--- config.mk ---
export PLATFORM = sky130hd
export DESIGN_NAME = raster_timing_gen
export DESIGN_NICKNAME = d
export VERILOG_FILES = /design/src/rtl/rtg_pkg.sv /design/src/rtl/rtg_regs.sv /design/src/rtl/rtg_axis.sv /design/src/rtl/rtg_pix.sv /design/src/rtl/raster_timing_gen.sv
export SDC_FILE = /design/constraint.sdc
export NUM_CORES = 1
export LEC_CHECK = 0
export ABC_AREA = 1
export BUFFER_PORTS_ARGS = -buffer_cell sky130_fd_sc_hd__buf_2
export CAP_MARGIN = 5
export CORE_MARGIN = 3
export CORE_UTILIZATION = 55
export DETAILED_ROUTE_END_ITERATION = 6
export PLACE_DENSITY_LB_ADDON = 0.1
export SETUP_SLACK_MARGIN = 0.1
export SLEW_MARGIN = 20
export SYNTH_ARGS = -nofsm -noshare
export SYNTH_HDL_FRONTEND = slang
export SYNTH_SLANG_ARGS = --single-unit
--- constraint.sdc ---
create_clock -name clk_i -period 7 [get_ports clk_i]
set_clock_uncertainty 0.05 [all_clocks]
set_input_delay 1.4 -clock clk_i [delete_from_list [all_inputs] [get_ports clk_i]]
set_output_delay 1.4 -clock clk_i [all_outputs]
set_load 0.02 [all_outputs]
--- src/rtl/rtg_pkg.sv ---
package rtg_pkg;
  localparam int BP_W     = 10;
  localparam int PW_W     = 11;
  localparam int FP_W     = 11;
  localparam int ACT_W    = 16;
  localparam int POS_W    = ACT_W + 1;
  localparam int RGB_W    = 24;
  localparam int NUM_BARS = 8;
  localparam int BAR_IW   = $clog2(NUM_BARS);
  localparam int ADDR_W   = 4;
  localparam int DATA_W   = 32;
  localparam int MODE_W   = 3;

  localparam logic [MODE_W-1:0] MODE_NORM = 3'd1;
  localparam logic [MODE_W-1:0] MODE_BARS = 3'd4;

  localparam logic [ADDR_W-1:0] A_MODE  = 4'd0;
  localparam logic [ADDR_W-1:0] A_SIZE  = 4'd1;
  localparam logic [ADDR_W-1:0] A_HTIM  = 4'd2;
  localparam logic [ADDR_W-1:0] A_VTIM  = 4'd3;
  localparam logic [ADDR_W-1:0] A_POL   = 4'd4;
  localparam logic [ADDR_W-1:0] A_BG    = 4'd5;
  localparam logic [ADDR_W-1:0] A_BAR0  = 4'd8;

  typedef struct packed {
    logic [PW_W-1:0]  pw;
    logic [BP_W-1:0]  bp;
    logic [FP_W-1:0]  fp;
    logic [ACT_W-1:0] act;
  } axis_cfg_t;

  typedef struct packed {
    logic [MODE_W-1:0]                  mode;
    axis_cfg_t                          h;
    axis_cfg_t                          v;
    logic                               pol_h;
    logic                               pol_v;
    logic [RGB_W-1:0]                   bg;
    logic [NUM_BARS-1:0][RGB_W-1:0]     bars;
  } raster_cfg_t;
endpackage

--- src/rtl/rtg_regs.sv ---
module rtg_regs
  import rtg_pkg::*;
(
  input  logic              clk_i,
  input  logic              rst_ni,
  input  logic              we_i,
  input  logic [ADDR_W-1:0] addr_i,
  input  logic [DATA_W-1:0] wdata_i,
  input  logic              load_i,
  output raster_cfg_t       cfg_o,
  output logic              run_o
);
  raster_cfg_t live_q, live_d, shad_q;
  logic [ADDR_W-1:0] bar_off;

  assign bar_off = addr_i - A_BAR0;

  always_comb begin
    live_d = live_q;
    if (we_i) begin
      unique case (addr_i)
        A_MODE: live_d.mode = wdata_i[MODE_W-1:0];
        A_SIZE: begin
          live_d.v.act = wdata_i[31:16];
          live_d.h.act = wdata_i[15:0];
        end
        A_HTIM: begin
          live_d.h.bp = wdata_i[31:22];
          live_d.h.pw = wdata_i[21:11];
          live_d.h.fp = wdata_i[10:0];
        end
        A_VTIM: begin
          live_d.v.bp = wdata_i[31:22];
          live_d.v.pw = wdata_i[21:11];
          live_d.v.fp = wdata_i[10:0];
        end
        A_POL: begin
          live_d.pol_h = wdata_i[0];
          live_d.pol_v = wdata_i[1];
        end
        A_BG: live_d.bg = wdata_i[RGB_W-1:0];
        default: begin
          if (addr_i >= A_BAR0 && bar_off < ADDR_W'(NUM_BARS))
            live_d.bars[bar_off[BAR_IW-1:0]] = wdata_i[RGB_W-1:0];
        end
      endcase
    end
  end

  always_ff @(posedge clk_i or negedge rst_ni) begin
    if (!rst_ni) begin
      live_q <= '0;
      shad_q <= '0;
    end else begin
      live_q <= live_d;
      if (load_i) shad_q <= live_q;
    end
  end

  assign cfg_o = shad_q;
  assign run_o = (shad_q.mode == MODE_NORM) || (shad_q.mode == MODE_BARS);
endmodule

--- src/rtl/rtg_axis.sv ---
module rtg_axis
  import rtg_pkg::*;
(
  input  logic             clk_i,
  input  logic             rst_ni,
  input  logic             clr_i,
  input  logic             step_i,
  input  axis_cfg_t        cfg_i,
  output logic [POS_W-1:0] pos_o,
  output logic             pulse_o,
  output logic             active_o,
  output logic             last_o
);
  logic [POS_W-1:0] pos_q, act_lo, act_hi, last_pos;

  // order within the period: pulse, back porch, active, front porch
  assign act_lo   = POS_W'(cfg_i.pw) + POS_W'(cfg_i.bp);
  assign act_hi   = act_lo + POS_W'(cfg_i.act);
  assign last_pos = act_hi + POS_W'(cfg_i.fp) - POS_W'(1);

  assign last_o   = (pos_q == last_pos);
  assign pulse_o  = (pos_q < POS_W'(cfg_i.pw));
  assign active_o = (pos_q >= act_lo) && (pos_q < act_hi);
  assign pos_o    = pos_q;

  always_ff @(posedge clk_i or negedge rst_ni) begin
    if (!rst_ni)     pos_q <= '0;
    else if (clr_i)  pos_q <= '0;
    else if (step_i) pos_q <= last_o ? '0 : pos_q + POS_W'(1);
  end
endmodule

--- src/rtl/rtg_pix.sv ---
module rtg_pix
  import rtg_pkg::*;
(
  input  logic                           clk_i,
  input  logic                           rst_ni,
  input  logic                           de_i,
  input  logic                           bars_i,
  input  logic [ACT_W-1:0]               width_i,
  input  logic [RGB_W-1:0]               bg_i,
  input  logic [NUM_BARS-1:0][RGB_W-1:0] palette_i,
  output logic [RGB_W-1:0]               rgb_o
);
  logic [ACT_W-1:0]  acc_q;
  logic [BAR_IW-1:0] bar_q;
  logic [ACT_W:0]    acc_sum;

  // acc tracks (x*NUM_BARS) mod width, bar_q the quotient
  assign acc_sum = {1'b0, acc_q} + (ACT_W+1)'(NUM_BARS);

  always_ff @(posedge clk_i or negedge rst_ni) begin
    if (!rst_ni) begin
      acc_q <= '0;
      bar_q <= '0;
    end else if (!de_i) begin
      acc_q <= '0;
      bar_q <= '0;
    end else if (acc_sum >= {1'b0, width_i}) begin
      acc_q <= ACT_W'(acc_sum - {1'b0, width_i});
      bar_q <= bar_q + BAR_IW'(1);
    end else begin
      acc_q <= acc_sum[ACT_W-1:0];
    end
  end

  always_comb begin
    if (!de_i)       rgb_o = '0;
    else if (bars_i) rgb_o = palette_i[bar_q];
    else             rgb_o = bg_i;
  end
endmodule

--- src/rtl/raster_timing_gen.sv ---
module raster_timing_gen
  import rtg_pkg::*;
(
  input  logic              clk_i,
  input  logic              rst_ni,
  input  logic              reg_we_i,
  input  logic [ADDR_W-1:0] reg_addr_i,
  input  logic [DATA_W-1:0] reg_wdata_i,
  output logic              hsync_o,
  output logic              vsync_o,
  output logic              de_o,
  output logic [RGB_W-1:0]  rgb_o,
  output logic [POS_W-1:0]  h_pos_o,
  output logic [POS_W-1:0]  v_pos_o
);
  raster_cfg_t cfg;
  logic run, frame_end, load;
  logic h_pulse, h_act, h_last, v_pulse, v_act, v_last;

  assign frame_end = run & h_last & v_last;
  assign load      = ~run | frame_end;

  rtg_regs u_regs (
    .clk_i, .rst_ni,
    .we_i(reg_we_i), .addr_i(reg_addr_i), .wdata_i(reg_wdata_i),
    .load_i(load), .cfg_o(cfg), .run_o(run)
  );

  rtg_axis u_hax (
    .clk_i, .rst_ni, .clr_i(~run), .step_i(run), .cfg_i(cfg.h),
    .pos_o(h_pos_o), .pulse_o(h_pulse), .active_o(h_act), .last_o(h_last)
  );

  rtg_axis u_vax (
    .clk_i, .rst_ni, .clr_i(~run), .step_i(run & h_last), .cfg_i(cfg.v),
    .pos_o(v_pos_o), .pulse_o(v_pulse), .active_o(v_act), .last_o(v_last)
  );

  assign de_o    = run & h_act & v_act;
  assign hsync_o = (run & h_pulse) ^ cfg.pol_h;
  assign vsync_o = (run & v_pulse) ^ cfg.pol_v;

  rtg_pix u_pix (
    .clk_i, .rst_ni, .de_i(de_o), .bars_i(cfg.mode == MODE_BARS),
    .width_i(cfg.h.act), .bg_i(cfg.bg), .palette_i(cfg.bars), .rgb_o(rgb_o)
  );
endmodule

==> flow_summary.toml <==
[grt]
grt_pass1_wl_um = 165100
grtUsageTotal = 0.3009
antenna_found_initial = 6
grt_pass1_vias = 29166
grt_max_degree = 222
grt_overflow = 0

[status]
status = "finished with violations"
violations = "negative setup slack"

[detailed_routing]
drc_errors = 0
vias_per_cell = 5.557
drt_iter0_drc = 2437
vias = 30510
antenna_left = 0
dr.pass1.iters = 5
avgRoutedWirePerCell_um = 18.94
wl_um = 104000

[clock_tree]
cts_inserted_buffers = 76
clk_pin_slew_ps = 60
htree_levels = 3
clock_latency_ps = 630
holdBufCountCts = 0
cts_buffer_depth = 3
clock_sinks = 687
cts_tree = "done"
root_buffer = "clkbuf_16"

[cells_and_area]
layout.nets = 4806
layout_commonest_cell = "nand2_1"
fillers = 5803
drive_above_1_share = 0.09517
final_cell_mix = "nand2_1 (1484), dfrtp_1 (685), nand3_1 (435), inv_1 (352), o21ai_0 (350)"
area_growth_syn_to_layout_pct = 13.33

[critical_path]
cp.arrival_ps = 5620
cp-end-kind = "output pin"
cp_max_fo = 5
critPathTopFamily = "compound AO/OA/AOI/OAI gates"
slowest_delay_ps = 410
path_class = "flop to output pin"
worst_setup_path_start_kind = "flop"
cp.buffers_inverters = 4
cp_data_required_time_ps = 5550
crit_slowest_cell = "dfrtp_1"

[placed_design]
io_buffers = 99
gp_congestion = 0.9202
hpwl_um = 65170

[sta]
final.setup.worst_slack_ps = -68.94
worst_pin_slew_ps = 1033
period_minus_slack_ps = 7069
maxSlewHeadroom = 0.3112
setup_tns_ps = -706.5
drv_slew = 0
worst_hold_slack_ps = 413.8
fmax_ghz = 0.1415
finalSetupViolations = 17
rsz0062_at_grt = "true"
hold_violations = 0
fin_crit_sh = 1.010

[floorplanning]
die_w_um = 262.3
die_area_mm2 = 0.06882
rows = 93
io-pin-count = 100
coreArea_mm2 = 0.06470
die_h_um = 262.3
initial_core_util = 0.5586

[synthesis]
ys_types = 50
synthCells = 4536
synth.avg_cell_area_um2 = 7.967
yosys.area.top_type = "dfrtp_1"
ys_seq_area_frac = 0.4757
synth_area_mm2 = 0.03614
synth_fp_nets = 4767
synth_warnings = 0
synth.top_cell.area_share = 0.4757
ys_top_cells_by_area = "dfrtp_1 (48%), nand2_1 (16%), ha_1 (6.4%), nand3_1 (6.1%), o21ai_0 (5.0%)"
ys_ff_latch = 687

[hold_path]
min_path_type = "flop to flop"

[run]
maxCapViolCount = 0
==> worst reg2reg max path: cells and delay by family (launching register included) <==
family / cells / cell delay (ps)
compound gates: 8 / 1720
xor+xnor: 2 / 440
fa+ha+maj: 4 / 1250
buf+inv: 6 / 990
flops: 1 / 370
simple gates: 13 / 1480
==> flip-flops by register name, summed over array words and instances (netlist names) <==
signal and cells:
u_hax.pos_o 17, u_pix.acc_q 16, u_pix.bar_q 3, u_regs.cfg_o 317, u_regs.live_q 317, u_vax.pos_o 17
==> cell type report <==
| cell class | instances | area [µm²] | share of cell area |
|---|---|---|---|
| multi-input combinational | 3237 | 16940 | 0.4135 |
| inverter | 363 | 1364 | 0.03330 |
| tap | 855 | 1070 | 0.02612 |
| clock inverter | 29 | 445.4 | 0.01088 |
| timing repair buffer | 210 | 1768 | 0.04317 |
| sequential | 687 | 17200 | 0.4199 |
| antenna | 1 | 2.502 | 0.00006110 |
| clock buffer | 108 | 2173 | 0.05307 |
==> per-layer routing <==
layer	wire (µm)	GRT usage
met4	3377	0.09709
met5	43	0
met1	46000	0.4159
met3	6816	0.05870
met2	47740	0.4806
==> cell usage after synthesis (all sizes together) <==
master and n:
nand2 1510, dfrtp 687, nand3 440, inv 361
o21ai 359, a21oi 218, nor2 191, ha 185
clkbuf 142, buf 107, xor2 69, nor3 64
nand4 45, xnor2 36, a22oi 24, a221oi 12
o311ai 12, o21bai 10, a21o 9, nand3b 9
a31oi 7, fa 7, a21boi 5, or2 5
o21a 4, a2111oi 2, clkinv 2, o2111ai 2
o221ai 2, o31ai 2, a211oi 1, a41oi 1
and3 1, nor3b 1, nor4 1, o211ai 1
o21ba 1, xor3 1
==> path summary, 6_finish.rpt <==
kind	startpoint	end	slack [ps]	depth (start not counted)
min reg2reg	u_regs.cfg_o[211]	u_regs.cfg_o[211]	410	2
max reg2reg	u_regs.cfg_o[303]	u_regs.cfg_o[200]	670	33
min in group asynchronous	rst_ni	u_hax.pos_o[12]	750	1
min	u_regs.cfg_o[211]	u_regs.cfg_o[211]	410	2
max	u_regs.cfg_o[247]	rgb_o[19]	-70	31
max in group asynchronous	rst_ni	u_regs.cfg_o[101]	4800	2
==> repair_timing <==
action | 4_1_cts | 5_1_grt
pin swaps | 20 | 14
resized for setup | 125 | 28
setup buffers | 34 | 9
endpoints found under the setup margin | 25 | 292
gates cloned | 4 | 1
==> cells by family after synthesis <==
| logic type | share of synthesized area |
|---|---|
| flip-flops | 0.4757 |
| adder cells (fa/ha/maj) | 0.06793 |
| AO/OA/AOI/OAI | 0.1008 |
| AND/OR/NAND/NOR | 0.2584 |
| buffers and inverters | 0.07111 |
| XOR/XNOR | 0.02611 |
==> through the flow <==
stage	cells	cell area [µm²]	setup WS [ps]	util
global route	5489	40950	-386.7	0.6330
finish	5490	40960	-68.94	0.6330
global placement	5304	37230	184.6	0.5755
detailed placement	5304	37240	-42.24	0.5755
floorplan	4536	36140	353.0	-
CTS	5479	40750	-40.00	0.6299
Power is not shown: default switching activity piles up to over one toggle a cycle in this logic, so the estimate is an artifact.
